## config.mk

```make
export PLATFORM = sky130hd
export DESIGN_NAME = wb_victim_buf
export DESIGN_NICKNAME = d
export VERILOG_FILES = /design/src/rtl/wbb_pkg.sv /design/src/rtl/wbb_first_one.sv /design/src/rtl/wbb_tag_cam.sv /design/src/rtl/wb_victim_buf.sv
export SDC_FILE = /design/constraint.sdc
export NUM_CORES = 1
export LEC_CHECK = 0
export CORE_ASPECT_RATIO = 0.75
export CORE_MARGIN = 5
export CORE_UTILIZATION = 39
export CTS_CLUSTER_DIAMETER = 120
export CTS_CLUSTER_SIZE = 16
export DETAILED_ROUTE_END_ITERATION = 16
export DONT_BUFFER_PORTS = 1
export MAX_ROUTING_LAYER = met4
export PLACE_DENSITY = 0.61
export SLEW_MARGIN = 20
export SYNTH_ARGS = -nofsm -noshare
export SYNTH_HDL_FRONTEND = slang
export SYNTH_SLANG_ARGS = --single-unit
```

## constraint.sdc

```tcl
create_clock -name clk -period 3.2 [get_ports clk]
set_clock_uncertainty 0.05 [all_clocks]
set_input_delay 0.32 -clock clk [delete_from_list [all_inputs] [get_ports clk]]
set_output_delay 0.32 -clock clk [all_outputs]
set_load 0.05 [all_outputs]
```

## src/rtl/wbb_pkg.sv

```systemverilog
package wbb_pkg;

    typedef struct packed {
        logic valid;      // slot holds a victim
        logic data_done;  // L2 array read finished
        logic l1_done;    // L1 path finished
        logic enf_pend;   // enforcement request waiting to be sent
        logic enf_wait;   // enforcement sent, L1 answer outstanding
    } wbb_flags_t;

endpackage

```

## src/rtl/wbb_first_one.sv

```systemverilog
module wbb_first_one #(
    parameter int N     = 4,
    parameter int IDX_W = (N > 1) ? $clog2(N) : 1
) (
    input  logic [N-1:0]     req,
    output logic             found,
    output logic [IDX_W-1:0] idx,
    output logic [N-1:0]     onehot
);
    always_comb begin
        found  = 1'b0;
        idx    = '0;
        onehot = '0;
        for (int i = N - 1; i >= 0; i--) begin
            if (req[i]) begin
                found  = 1'b1;
                idx    = IDX_W'(i);
                onehot = '0;
                onehot[i] = 1'b1;
            end
        end
    end
endmodule

```

## src/rtl/wbb_tag_cam.sv

```systemverilog
module wbb_tag_cam #(
    parameter int N     = 4,
    parameter int TAG_W = 16
) (
    input  logic [N-1:0]            live,
    input  logic [N-1:0][TAG_W-1:0] tags,
    input  logic [TAG_W-1:0]        key,
    output logic [N-1:0]            hit,
    output logic                    any_hit
);
    for (genvar g = 0; g < N; g++) begin : g_cmp
        assign hit[g] = live[g] && (tags[g] == key);
    end
    assign any_hit = |hit;
endmodule

```

## src/rtl/wb_victim_buf.sv

```systemverilog
module wb_victim_buf
    import wbb_pkg::*;
#(
    parameter int NUM_ENTRIES = 4,
    parameter int TAG_W       = 16,
    parameter int DATA_W      = 32,
    parameter int CNT_W       = 16
) (
    input  logic              clk,
    input  logic              rst_n,
    input  logic              alloc_valid,
    input  logic [TAG_W-1:0]  alloc_tag,
    output logic              alloc_ready,
    input  logic              rd_done_valid,
    input  logic [TAG_W-1:0]  rd_done_tag,
    input  logic [DATA_W-1:0] rd_done_data,
    input  logic              l1wb_valid,
    input  logic [TAG_W-1:0]  l1wb_tag,
    input  logic [DATA_W-1:0] l1wb_data,
    input  logic              nack_valid,
    input  logic [TAG_W-1:0]  nack_tag,
    output logic              enf_valid,
    input  logic              enf_ready,
    output logic [TAG_W-1:0]  enf_tag,
    output logic              mem_valid,
    input  logic              mem_ready,
    output logic [TAG_W-1:0]  mem_tag,
    output logic [DATA_W-1:0] mem_data,
    output logic              err_o,
    output logic [CNT_W-1:0]  enf_count
);
    localparam int IDX_W = (NUM_ENTRIES > 1) ? $clog2(NUM_ENTRIES) : 1;

    typedef struct packed {
        wbb_flags_t [NUM_ENTRIES-1:0]              flg;
        logic       [NUM_ENTRIES-1:0][TAG_W-1:0]   tag;
        logic       [NUM_ENTRIES-1:0][DATA_W-1:0]  data;
        logic       [CNT_W-1:0]                    cnt;
        logic                                      err;
    } state_t;

    state_t st_d, st_q;

    logic [NUM_ENTRIES-1:0] live_q, free_q, pend_q, done_q;
    for (genvar g = 0; g < NUM_ENTRIES; g++) begin : g_status
        assign live_q[g] = st_q.flg[g].valid;
        assign free_q[g] = !st_q.flg[g].valid;
        assign pend_q[g] = st_q.flg[g].valid && st_q.flg[g].enf_pend;
        assign done_q[g] = st_q.flg[g].valid && st_q.flg[g].data_done
                         && st_q.flg[g].l1_done && !st_q.flg[g].enf_pend
                         && !st_q.flg[g].enf_wait;
    end

    logic                   free_any, enf_any, mem_any;
    logic [IDX_W-1:0]       free_idx, enf_idx, mem_idx;
    logic [NUM_ENTRIES-1:0] free_oh, enf_oh, mem_oh;

    wbb_first_one #(.N(NUM_ENTRIES), .IDX_W(IDX_W)) u_pick_free (
        .req(free_q), .found(free_any), .idx(free_idx), .onehot(free_oh));
    wbb_first_one #(.N(NUM_ENTRIES), .IDX_W(IDX_W)) u_pick_enf (
        .req(pend_q), .found(enf_any), .idx(enf_idx), .onehot(enf_oh));
    wbb_first_one #(.N(NUM_ENTRIES), .IDX_W(IDX_W)) u_pick_mem (
        .req(done_q), .found(mem_any), .idx(mem_idx), .onehot(mem_oh));

    logic [NUM_ENTRIES-1:0] rd_hit, wb_hit, nk_hit;
    logic                   rd_any, wb_any, nk_any;

    wbb_tag_cam #(.N(NUM_ENTRIES), .TAG_W(TAG_W)) u_cam_rd (
        .live(live_q), .tags(st_q.tag), .key(rd_done_tag),
        .hit(rd_hit), .any_hit(rd_any));
    wbb_tag_cam #(.N(NUM_ENTRIES), .TAG_W(TAG_W)) u_cam_wb (
        .live(live_q), .tags(st_q.tag), .key(l1wb_tag),
        .hit(wb_hit), .any_hit(wb_any));
    wbb_tag_cam #(.N(NUM_ENTRIES), .TAG_W(TAG_W)) u_cam_nk (
        .live(live_q), .tags(st_q.tag), .key(nack_tag),
        .hit(nk_hit), .any_hit(nk_any));

    logic alloc_fire, enf_fire, mem_fire;
    assign alloc_fire = alloc_valid && free_any;
    assign enf_fire   = enf_any && enf_ready;
    assign mem_fire   = mem_any && mem_ready;

    always_comb begin
        st_d = st_q;
        for (int i = 0; i < NUM_ENTRIES; i++) begin
            // enforcement accepted: now waiting for the L1 answer
            if (enf_fire && enf_oh[i]) begin
                st_d.flg[i].enf_pend = 1'b0;
                st_d.flg[i].enf_wait = 1'b1;
            end
            // L1 write-back: newest data, L1 path done
            if (l1wb_valid && wb_hit[i]) begin
                st_d.data[i]         = l1wb_data;
                st_d.flg[i].l1_done  = 1'b1;
                st_d.flg[i].enf_wait = 1'b0;
            end
            // L1 refused the request: it no longer holds the line
            if (nack_valid && nk_hit[i]) begin
                st_d.flg[i].l1_done  = 1'b1;
                st_d.flg[i].enf_wait = 1'b0;
            end
            // L2 array read finished
            if (rd_done_valid && rd_hit[i]) begin
                st_d.flg[i].data_done = 1'b1;
                st_d.flg[i].enf_pend  = 1'b1;
                if (st_d.flg[i].l1_done) begin
                    // race: keep L1 data, re-open the L1 path
                    st_d.flg[i].l1_done = 1'b0;
                end else begin
                    st_d.data[i] = rd_done_data;
                end
            end
            // memory accepted the line: release the slot
            if (mem_fire && mem_oh[i]) begin
                st_d.flg[i] = '0;
            end
            if (alloc_fire && free_oh[i]) begin
                st_d.flg[i]       = '0;
                st_d.flg[i].valid = 1'b1;
                st_d.tag[i]       = alloc_tag;
                st_d.data[i]      = '0;
            end
        end
        if (enf_fire) begin
            st_d.cnt = st_q.cnt + CNT_W'(1);
        end
        st_d.err = (rd_done_valid && !rd_any) || (nack_valid && !nk_any);
    end

    always_ff @(posedge clk) begin
        if (!rst_n) begin
            st_q <= '0;
        end else begin
            st_q <= st_d;
        end
    end

    assign alloc_ready = free_any;
    assign enf_valid   = enf_any;
    assign enf_tag     = st_q.tag[enf_idx];
    assign mem_valid   = mem_any;
    assign mem_tag     = st_q.tag[mem_idx];
    assign mem_data    = st_q.data[mem_idx];
    assign err_o       = st_q.err;
    assign enf_count   = st_q.cnt;

    logic unused_wb_any;
    assign unused_wb_any = wb_any;
endmodule

```

After elaboration in Yosys (flattened, before gate mapping):

Index checks and enable logic that the tools add are counted.

* memory bits (writable): 0
* logic and storage cells: 226
* ROM bits: 0
* register bits: 229
* output and inout port bits: 84
* memories kept: 0
* latch bits: 0
* bits of input ports: 136

* multipliers: 0
* muxes and demuxes: 82
* reductions and logical operators: 98
* magnitude comparators: 2
* div/mod/pow operators: 0
* equal/unequal tests: 12
* shift operators: 0
* $add $sub $neg: 1
* bitwise logic cells: 1

Operator list (count)
* 32-bit 2-to-1 mux: 13
* 16-bit equality test: 12
* 16-bit binary-select mux with 2-bit select: 2
* 32-bit binary-select mux with 2-bit select: 1
* 1-bit logical AND: 61
* 4-bit 2-to-1 mux: 12
* 5-bit 2-to-1 mux: 8
* 16-bit 2-to-1 mux: 2
* 1-bit 2-to-1 mux: 28
* 2-bit 2-to-1 mux: 12
* 4-bit OR reduction: 6
* 5-bit OR reduction: 4
* 16-bit by 1-bit adder with 16-bit output, second input constant: 1
* 2-bit nonzero test: 8
* 3-bit 2-to-1 mux: 4
* 3-bit OR reduction: 4
* 1-bit logical NOT: 10
* 2-bit OR reduction: 4
* 2-bit by 3-bit < comparator with 1-bit output, second input constant: 2
* 1-bit logical OR: 1
* 1-bit inverter: 1

Longest topological paths before layout:

Gate-level depths: netlist of the first run.

* word-level depth: 12
* mapped depth: 10
* mapped depth without buffers: 7

Modules after synthesis:

From an unflattened synthesis of the first run, not the netlist that was laid out.

* cell total of the unflattened synthesis: 1457
* area total of the unflattened synthesis: 14164.8 um^2

Modules (own cells, without submodules)
* wb_victim_buf: instances 1, sequential area each 4584.4 um^2, cells an instance 1139, area each 11627.4 um^2
* wbb_tag_cam: instances 3, sequential area each 0.0 um^2, cells an instance 95, area each 784.5 um^2
* wbb_first_one: instances 3, sequential area each 0.0 um^2, cells an instance 11, area each 61.3 um^2

Worst setup path after synthesis of the first run:

Ideal clock, no wire load.

* path kind: reg-to-output
* start: reg st_q, in the netlist live_q[1]
* end: out mem_data[21]
* path buffers: 3
* setup slack: -0.009 ns
* data required time: 2.830 ns
* cell stages (with the launch flop): 9
* data arrival time: 2.839 ns
* cell sequence: dfxtp_1 > clkbuf_1 > nand2_1 > nor4_1 > o21a_1 > clkbuf_1 > buf_1 > nand2_1 > a31oi_1

* cells in the longest elaborated chain, start to end: 8

RTL lines
* start, declared: RTL line wb_victim_buf.sv:42 `state_t st_d, st_q;`
* start signal, assigned: RTL line wb_victim_buf.sv:134 `st_q <= st_d;`
* 1-bit logical AND: RTL line wb_victim_buf.sv:49 `assign done_q[g] = st_q.flg[g].valid && st_q.flg[g].data_done`
* 1-bit logical AND (2 in series): RTL line wb_victim_buf.sv:50 `&& st_q.flg[g].l1_done && !st_q.flg[g].enf_pend`
* 1-bit logical AND: RTL line wb_victim_buf.sv:51 `&& !st_q.flg[g].enf_wait;`
* 2-bit 2-to-1 mux (2 in series): RTL line wbb_first_one.sv:15 `if (req[i]) begin`
* 32-bit binary-select mux with 2-bit select: RTL line wb_victim_buf.sv:143 `assign mem_data = st_q.data[mem_idx];`
* 32-bit 2-to-1 mux (implied by the code): RTL line wb_victim_buf.sv:143
* end, declared: RTL line wb_victim_buf.sv:28 `output logic [DATA_W-1:0] mem_data,`

No other way between the ends. The select of a mux whose other input is x is not followed.

Worst setup path in the final report of the first run:

* start: reg st_q, in the netlist live_q[1]
* end: out mem_data[30]

The elaborated chain is that of the path after synthesis.

==> results.md, run 1 <==
* Post-Syn Area at 14340 um2
* Synth Instances at between 1500 and 2000
* Clock network power share at 37.2%
* YS warnings at 0
* WP data arrival at around 2.7 ns
* Launch point of the worst reg-to-reg path: st_q[152]
* Most common flop cell mapped by yosys: dfxtp_1
* Htree depth at 1
* Final Util at a little under half
* CP endpoint: mem_data[30]
* Period minus WS final at slightly above 3 ns
* Status: finished, final reports clean
* Largest net degree at the start of global routing at between 80 and 90
* Sequential power share at around half
* IO Port Bufs at 0
* Layout cells sized above 1 at ~14%
* Initial core utilization at 39.71%
* FF-to-FF End: st_q[45]
* Maximum VDD drop at ~0.29 mV
* Int Pwr at 4.216 mW
* Startpoint types: flop
* WL/cell at ~25 um
* Num rows at 60
* Syn nets at roughly 1900
* CP required at roughly 2.8 ns
* Worst hold-check path type: primary input to flop
* Clk slew on worst S/H paths at roughly 0.080 ns
* Max_cap viols at 0
* Switching Share at 27.58%
* DR DRC count at 0
* Drt pass-1 iters at 6
* Vias at between 10000 and 15000
* Post-synth EDFFs at 0
* Crit path launch: live_q[1]
* Die X at 231.4 um
* #FFs+latches synth at approximately 230
* Cell Pwr Density at 342.7 nW/um2
* Worst-margin pin slew at around 1.2 ns
* Global-route wire length before repair at 83830 um
* CTS tree: done
* Post-DP HPWL at 39520 um
* Combinational Power Share at between 10 and 15%
* Post-route cell area at 16990 um2
* Iter 0 DRT Violations at around 1500
* Number of global-route vias before repair at 12767
* Root Driver: clkbuf_16
* Critical path type: flop to primary output
* Setup TNS at 0 ns
* Reg2reg setup slack at 0.19 ns
* Placed Area at approximately 16000 um2
* Num Clock Sinks at roughly 230
* Final period utilization at between 90% and 100%
* I/O pins at 220
* Synth Area per Inst at approximately 8.3 um2
* Die Height at between 150 and 200 um
* GRT Total Usage at 27.41%
* Setup repair after global routing missed its margin: false
* Pleak at 5.770 nW
* Final setup fails at 0
* Antenna violations before repair at 4
* Final Max Tran Viols at 0
* Crit path max fanout at 74
* Vias per cell at 5.852
* Post-synth ARST share at 0%
* Synth cell types at 54
* TritonCTS buffer count at 18
* Reg2Reg Depth at 7
* Relative slew slack at 20.12%
* Remaining antenna violation count at 0
* Worst hold margin at roughly 0.013 ns
* Kind of end point of the critical path: primary output
* DIE AREA at ~40000 um2
* Core area at 36110 um2
* F_max at ~320 MHz
* Total Wirelength at about 57000 um
* NetSw at around 1.6 mW
* Post-place setup slack at between 0.2 and 0.25 ns
* GRT overflow at 0
* Synth-to-layout area growth at 18.48%
* Final hold vios at 0
* Setup WS post-layout at about 0.10 ns
* Post-synthesis sequential area ratio at about a third
* CTS Buffer Depth at 3
* Clk_lat worst skew at ~0.52 ns
* Placer Congestion at 1.046
* Final #Nets at between 1500 and 2000
## logic make-up after synthesis
group / count (synthesis) / synth area share [%]
compound gates: 336 / 18.39
buf+inv: 215 / 6.702
fa+ha+maj: 1 / 0.08725
flops: 229 / 31.97
simple gates: 618 / 19.72
mux: 145 / 11.52
xor+xnor: 190 / 11.61
## power by group through the flow
stage	clock network (mW)	registers (mW)	logic, mW
2_1_floorplan	0	2.95	0.437
3_3_place_gp	0	2.99	0.557
3_5_place_dp	0	2.99	0.553
4_1_cts	2.21	2.92	0.710
5_1_grt	2.32	2.93	0.757
6_report	2.17	2.93	0.726
## sequential cells by signal (all words and copies together), names as in the netlist
register,count
enf_count,16
err_o,1
live_q,4
st_q,208
## critical path, cell delays in order, from the launching register on
cell      delay, ns
dfxtp_2        0.45
nand2_1        0.07
nor4_1         0.24
buf_4          0.22
o21ai_4        0.08
buf_12         0.21
and2_1         0.23
a211oi_1       0.33
a31oi_2        0.14
buf_12         0.19
## layer usage
metal  GRT usage, %  wire [um]  vias to the layer above
li1               -          -                     6130
met1          38.60      25820                     6497
met2          39.43      23800                      640
met3          7.717       5801                      104
met4          5.619       1353                        0
met5              -          0                        -
## cell type report
cell class,instances,area [um2]
Fill cell,3482,19120
Multi-Input combinational cell,1290,8946
Sequential cell,229,4587
Timing Repair Buffer,230,2273
Tap cell,496,620.6
Clock buffer,19,475.5
Inverter,16,60.06
Clock inverter,1,16.27
Antenna cell,4,10.01
## cell usage in the layout, fill, tap and decap left out, drive strengths merged, types with 2 or more instances in the layout
master,instances
nand2,259
dfxtp,229
a211oi,177
nor2,152
buf,141
mux2i,129
xnor2,104
dlygate4sd3,89
xor2,86
a21boi,66
and2,59
a31oi,50
nand3,35
nand4,30
nor4,28
clkbuf,19
nor2b,19
inv,16
mux4,16
a21oi,12
nor3,11
and3,6
o22ai,6
a2111oi,6
a2111o,5
diode,4
nor3b,4
o21ai,4
or4,4
and4,3
a22oi,3
or3,3
or2,2
## cell usage after synthesis, types with 3 or more instances
cell	n	area, um2
nor4_1	26	162.7
nor2_1	152	570.6
a211oi_1	145	1089
a211oi_2	32	400.4
or3_1	3	18.77
a21oi_1	12	60.06
nor3_1	10	50.05
and3_1	6	37.54
buf_6	5	56.30
mux4_2	16	360.4
nand2_1	259	972.2
buf_2	34	170.2
dfxtp_1	229	4584
buf_4	19	142.6
mux2i_1	129	1291
clkbuf_1	128	480.5
inv_1	16	60.06
nor3b_1	4	30.03
a22oi_1	3	22.52
nand3_1	35	175.2
or4_1	4	30.03
a2111o_1	5	56.30
xor2_1	86	753.2
and4_1	3	26.28
a31oi_1	50	312.8
and2_1	59	369.1
xnor2_1	104	910.9
buf_1	11	41.29
nor2b_1	19	118.9
a21boi_0	65	488.0
nand4_1	30	187.7
o22ai_1	6	37.54
## worst min-delay path by stage
stage,from,slack [ns],endpoint,cells after the start
6_report,l1wb_data[10],0.01,st_q[59],2
5_1_grt,l1wb_data[9],0.004,st_q[26],2
2_1_floorplan,st_q[224],0.38,st_q[224],2
3_5_place_dp,st_q[224],0.39,st_q[224],2
4_1_cts,l1wb_data[13],0.002,st_q[126],2
3_3_place_gp,st_q[224],0.39,st_q[224],2
## what timing repair did
action                                 CTS  global route
pin swaps                                1             1
setup buffers                            3             1
gates resized for setup                  2             4
gates cloned                             0             0
endpoints found under the hold margin  221             0
hold buffers                            90             0
setup endpoints to repair               21            44
## metrics by stage
| step | power (mW) | cells |
|---|---|---|
| floorplan | 3.387 | 1734 |
| global placement | 3.549 | 2167 |
| detailed placement | 3.545 | 2167 |
| CTS | 5.844 | 2280 |
| global route | 6.010 | 2285 |
| finish | 5.822 | 2285 |
No activity file was read; power rests on OpenSTA's default activity.
==> run 2, diff against run 1 <==
--- a/config.mk
+++ b/config.mk
@@ -17,4 +17,5 @@
 export SLEW_MARGIN = 20
 export SYNTH_ARGS = -nofsm -noshare
 export SYNTH_HDL_FRONTEND = slang
+export SYNTH_HIERARCHICAL = 1
 export SYNTH_SLANG_ARGS = --single-unit
==> run 2 against run 1 <==
Effect of this change:
- non-clock buffer count down 104
- core utilization is 2.9 points lower
- via count decreased by 14%
- global-route usage fell by 4.2 points
- combinational power shrank 11%
- first-iteration DRC count is 28% lower
- critical path depth shrank 3
- cell count shrank 15%
- register-to-register slack worse by 0.098 ns
- largest cell class unchanged
- highest routed layer unchanged
==> results.md, run 2 <==
* IO Port Bufs at 0 (unchanged)
* Placed Area at 14500 um2 (was 15520 um2)
* Reg2Reg Depth at 9 (was 7)
* Remaining antenna violation count at 0 (unchanged)
* Maximum VDD drop at 0.2614 mV (was 0.2858 mV)
* Status: finished, final reports clean (unchanged)
* Pleak at 5.928 nW (was 5.770 nW)
* Final #Nets at 1609 (was 1922)
* GRT Total Usage at 23.24% (was 27.41%)
* Clk_lat worst skew at 0.51 ns (was 0.52 ns)
* GRT overflow at 0 (unchanged)
* Core area at 35810 um2 (was 36110 um2)
* I/O pins at 220 (unchanged)
* Setup WS post-layout at 0.09200 ns (was 0.1013 ns)
* Final period utilization at 97.12% (was 96.83%)
* Num rows at 60 (unchanged)
* # fillers at 3366 (was 3482)
* Syn nets at 1591 (was 1871)
* Final hold vios at 0 (unchanged)
* CP required at 2.83 ns (about the same)
* Crit path max fanout at 32 (was 74)
* Setup TNS at 0 ns (unchanged)
* Final setup fails at 0 (unchanged)
* Largest net degree at the start of global routing at 49 (was 84)
* CTS Buffer Depth at 3 (unchanged)
* DR DRC count at 0 (unchanged)
* Clk slew on worst S/H paths at 0.08 ns (about the same)
* Final Max Tran Viols at 0 (unchanged)
* Period minus WS final at 3.108 ns (was 3.099 ns)
* Layout cells sized above 1 at 17.60% (was 13.61%)
* Vias at 11543 (was 13371)
* Kind of end point of the critical path: primary output (unchanged)
* Total Wirelength at 47440 um (was 56770 um)
* Cell Pwr Density at 363.2 nW/um2 (was 342.7 nW/um2)
* Max_cap viols at 0 (unchanged)
* Synth-to-layout area growth at 11.75% (was 18.48%)
* Inst Count DP at 1839 (was 2167)
* Worst-margin pin slew at 0.8063 ns (was 1.198 ns)
* Most flop-heavy register: st_q (unchanged)
* Most common cell after layout, fill and taps aside: dfxtp_1 (was nand2_1)
* Post-Syn Area at 14150 um2 (was 14340 um2)
* WP data arrival at 2.74 ns (was 2.73 ns)
* Root Driver: clkbuf_16 (unchanged)
* Drt pass-1 iters at 5 (was 6)
* Antenna violations before repair at 3 (was 4)
* Post-route cell area at 15810 um2 (was 16990 um2)
* Worst hold-check path type: primary input to flop (unchanged)
* Synth Area per Inst at 9.730 um2 (was 8.269 um2)
* Setup repair after global routing missed its margin: true (was false)
* TritonCTS buffer count at 18 (unchanged)
* Post-DP HPWL at 32510 um (was 39520 um)
* Crit path launch: live_q[3] (was live_q[1])
* F_max at 321.8 MHz (was 322.7 MHz)
* Die Height at 174.9 um (was 176.1 um)
* Relative slew slack at 46.07% (was 20.12%)
* CTS tree: done (unchanged)
* Startpoint types: flop (unchanged)
* Global-route wire length before repair at 71100 um (was 83830 um)
* Iter 0 DRT Violations at 1061 (was 1475)
* Num Clock Sinks at 229 (unchanged)
* Initial core utilization at 39.51% (was 39.71%)
* Vias per cell at 5.950 (was 5.852)
* Die X at 229.9 um (was 231.4 um)
* Tot Pwr at 5.742 mW (was 5.822 mW)
* WL/cell at 24.45 um (was 24.85 um)
* Layout Cells excl Fill at 1940 (was 2285)
* Synth Instances at 1454 (was 1734)
* Worst hold stages at 2 (unchanged)
* HP Start: l1wb_data[13] (was l1wb_data[10])
* Launch point of the worst reg-to-reg path: st_q[177] (was st_q[152])
* YS warnings at 6 (was 0)
* Post-CTS setup buffers at 0 (was 3)
* Post-place setup slack at 0.3359 ns (was 0.2296 ns)
* Max reg flops at 208 (unchanged)
* Most frequent cells in the layout: 228 x dfxtp_1, 165 x nor2_1, 160 x nand2_1 (was 257 x nand2_1, 227 x dfxtp_1, 152 x nor2_1)
* Final Util at 44.15% (was 47.05%)
* Critical path type: flop to primary output (unchanged)
* Placer Congestion at 1.057 (was 1.046)
* Worst hold margin at 0.02221 ns (was 0.01312 ns)
* Htree depth at 1 (unchanged)
* DIE AREA at 40220 um2 (was 40740 um2)
* Number of global-route vias before repair at 11149 (was 12767)
run 2: worst paths after layout:
| path | to | slack [ns] |
|---|---|---|
| hold reg to reg | st_q[222] | 0.43 |
| hold / removal | st_q[126] | 0.02 |
| setup reg to reg | st_q[111] | 0.09 |
| setup / recovery | mem_data[30] | 0.09 |
run 2: critical path, cell delays in order (launching register included):
cell	delay, ns
dfxtp_1	0.48
nand4b_1	0.17
nor2_2	0.20
nor2_1	0.10
nor3_2	0.23
buf_12	0.30
mux4_2	0.73
run 2: layer usage:
layer,track usage [%],vias to the layer above,wire [um],share of wire [%]
li1,-,5202,-,-
met1,31.34,5626,20200,43
met2,33.75,601,20660,44
met3,6.936,114,4979,10
met4,7.145,0,1600,3.4
met5,-,-,0,0
run 2: repair_timing:
item / CTS / global route
hold buffers: 78 / 0
hold endpoints to repair: 211 / 0
setup endpoints to repair: 36 / 30
gates resized for setup: 1 / 6
run 2: report_power, final:
group	total, mW	internal [mW]	switching (mW)
clock network	2.16	1.06	1.10
logic	0.648	0.247	0.401
registers	2.93	2.87	0.0602
run 2: cell type report:
| cell class | count | area [um2] | share of cell area, % |
|---|---|---|---|
| tap | 465 | 581.8 | 3.680 |
| timing repair buffer | 126 | 1279 | 8.088 |
| antenna | 3 | 7.507 | 0.04748 |
| sequential | 229 | 4586 | 29.00 |
| inverter | 11 | 41.29 | 0.2612 |
| clock inverter | 1 | 16.27 | 0.1029 |
| clock buffer | 19 | 475.5 | 3.007 |
| multi-input combinational | 1086 | 8823 | 55.81 |
==> run 3, diff against run 2 <==
--- a/config.mk
+++ b/config.mk
@@ -5,6 +5,7 @@
 export SDC_FILE = /design/constraint.sdc
 export NUM_CORES = 1
 export LEC_CHECK = 0
+export CAP_MARGIN = 40
 export CORE_ASPECT_RATIO = 0.75
 export CORE_MARGIN = 5
 export CORE_UTILIZATION = 39
@@ -13,7 +14,7 @@
 export DETAILED_ROUTE_END_ITERATION = 16
 export DONT_BUFFER_PORTS = 1
 export MAX_ROUTING_LAYER = met4
-export PLACE_DENSITY = 0.61
+export PLACE_DENSITY = 0.65
 export SLEW_MARGIN = 20
 export SYNTH_ARGS = -nofsm -noshare
 export SYNTH_HDL_FRONTEND = slang
==> run 3 against run 2 <==
Effect of this change:
- via count increased by 0.75%
- maximum frequency rose by 0.42%
- die area stayed put
- critical path depth did not move
- setup slack better by 0.013 ns
- register-to-register slack better by 0.07 ns
- cell count up 0.26%
- flip-flop and latch count is the same
- hold slack got worse by 0.0028 ns
- critical endpoint unchanged
- largest cell class unchanged
- highest routed layer unchanged
==> results.md, run 3 (synthesized netlist as in run 2, its figures left out) <==
* Status: finished, final reports clean (unchanged)
* DR DRC count at 0 (unchanged)
* Placed Area at 14430 um2 (was 14500 um2)
* CP required at 2.83 ns (about the same)
* Num rows at 60 (unchanged)
* Root Driver: clkbuf_16 (unchanged)
* Max_cap viols at 0 (unchanged)
* Vias per cell at 5.979 (was 5.950)
* Post-place setup slack at 0.2937 ns (was 0.3359 ns)
* Htree depth at 1 (unchanged)
* Final Max Tran Viols at 0 (unchanged)
* DIE AREA at 40220 um2 (unchanged)
* Worst-margin pin slew at 0.7880 ns (was 0.8063 ns)
* Startpoint types: flop (unchanged)
* Most flop-heavy register: st_q (unchanged)
* CTS Buffer Depth at 3 (unchanged)
* Die X at 229.9 um (unchanged)
* WL/cell at 24.86 um (was 24.45 um)
* Critical path type: flop to primary output (unchanged)
* GRT Total Usage at 23.74% (was 23.24%)
* Most common cell after layout, fill and taps aside: dfxtp_1 (unchanged)
* Iter 0 DRT Violations at 1253 (was 1061)
* Relative slew slack at 47.03% (was 46.07%)
* Layout cells sized above 1 at 17.32% (was 17.60%)
* Maximum VDD drop at 0.2537 mV (was 0.2614 mV)
* F_max at 323.1 MHz (was 321.8 MHz)
* Most frequent cells in the layout: 229 x dfxtp_1, 166 x nor2_1, 160 x nand2_1 (was 228 x dfxtp_1, 165 x nor2_1, 160 x nand2_1)
* Clk_lat worst skew at 0.52 ns (was 0.51 ns)
* I/O pins at 220 (unchanged)
* Antenna violations before repair at 2 (was 3)
* Largest net degree at the start of global routing at 65 (was 49)
* Kind of end point of the critical path: primary output (unchanged)
* GRT overflow at 0 (unchanged)
* Setup repair after global routing missed its margin: true (unchanged)
* WP data arrival at 2.73 ns (was 2.74 ns)
* Max reg flops at 208 (unchanged)
* Setup WS post-layout at 0.1050 ns (was 0.09200 ns)
* Worst hold margin at 0.01939 ns (was 0.02221 ns)
* Pleak at 5.910 nW (was 5.928 nW)
* CTS tree: done (unchanged)
* Cell Pwr Density at 362.2 nW/um2 (was 363.2 nW/um2)
* Layout Cells excl Fill at 1945 (was 1940)
* Num Clock Sinks at 229 (unchanged)
* Placer Congestion at 0.9333 (was 1.057)
* Crit path max fanout at 21 (was 32)
* Post-DP HPWL at 32510 um (about the same)
* Vias at 11630 (was 11543)
* Final setup fails at 0 (unchanged)
* TritonCTS buffer count at 18 (unchanged)
* IO Port Bufs at 0 (unchanged)
* Period minus WS final at 3.095 ns (was 3.108 ns)
* Synth-to-layout area growth at 12.22% (was 11.75%)
* Core area at 35810 um2 (unchanged)
* Clk slew on worst S/H paths at 0.08 ns (about the same)
* Number of global-route vias before repair at 11447 (was 11149)
* Global-route wire length before repair at 72720 um (was 71100 um)
* Inst Count DP at 1834 (was 1839)
* Drt pass-1 iters at 5 (unchanged)
* Initial core utilization at 39.51% (unchanged)
* Total Wirelength at 48350 um (was 47440 um)
* Die Height at 174.9 um (unchanged)
* Setup TNS at 0 ns (unchanged)
* Final Util at 44.34% (was 44.15%)
* Tot Pwr at 5.750 mW (was 5.742 mW)
* Final #Nets at 1615 (was 1609)
* Post-route cell area at 15880 um2 (was 15810 um2)
* Final hold vios at 0 (unchanged)
* Remaining antenna violation count at 0 (unchanged)
* Final period utilization at 96.72% (was 97.12%)
* Worst hold-check path type: primary input to flop (unchanged)
[run 3: cell count changes in the layout (fill, tap and decap cells not counted), moves of 2 or more]
cell | before | now
nor4_4 | 2 | 0
buf_4 | 37 | 35
clkbuf_16 | 19 | 21
dlygate4sd3_1 | 78 | 84
[run 3: area by class of cell]
type                       count  area [um2]
sequential                   229        4584
tap                          465       581.8
antenna                        2       5.005
inverter                      11       41.29
fill                        3389       19930
clock inverter                 1       16.27
multi-input combinational   1086        8798
timing repair buffer         132        1374
clock buffer                  19       475.5
[run 3: repair_timing]
action                                  4_1_cts  5_1_grt
hold buffers                                 84        0
endpoints found under the hold margin       211        0
setup buffers                                 0        2
pin swaps                                     0        1
gates resized for setup                       0        2
cloned                                        0        2
endpoints found under the setup margin        1       30
[run 3: path summary, 6_finish.rpt]
kind             start  cells after the start  slack (ns)            to
max reg2reg  st_q[177]                      9        0.16     st_q[109]
max          live_q[3]                      6        0.10  mem_data[30]
min          mem_ready                      3        0.02     live_q[2]
min reg2reg  st_q[227]                      2        0.44     st_q[227]
[run 3: power by group]
part           switching, mW  internal [mW]
registers             0.0585           2.87
logic                  0.405          0.256
clock network           1.10           1.06
total                   1.56           4.19
[run 3: layer usage]
metal | up-vias | GRT usage [%] | routed length (um)
met5 | - | - | 0
met4 | 0 | 5.751 | 1305
met3 | 89 | 4.922 | 4504
met2 | 550 | 35.54 | 21370
met1 | 5775 | 33.12 | 21170
li1 | 5216 | - | -
[run 3: critical path, stage by stage, from the launching register on]
cell	delay, ns
dfxtp_1	0.47
nand4b_1	0.13
nor2_1	0.25
nor2_1	0.14
nor3_4	0.24
buf_12	0.24
mux4_2	0.72
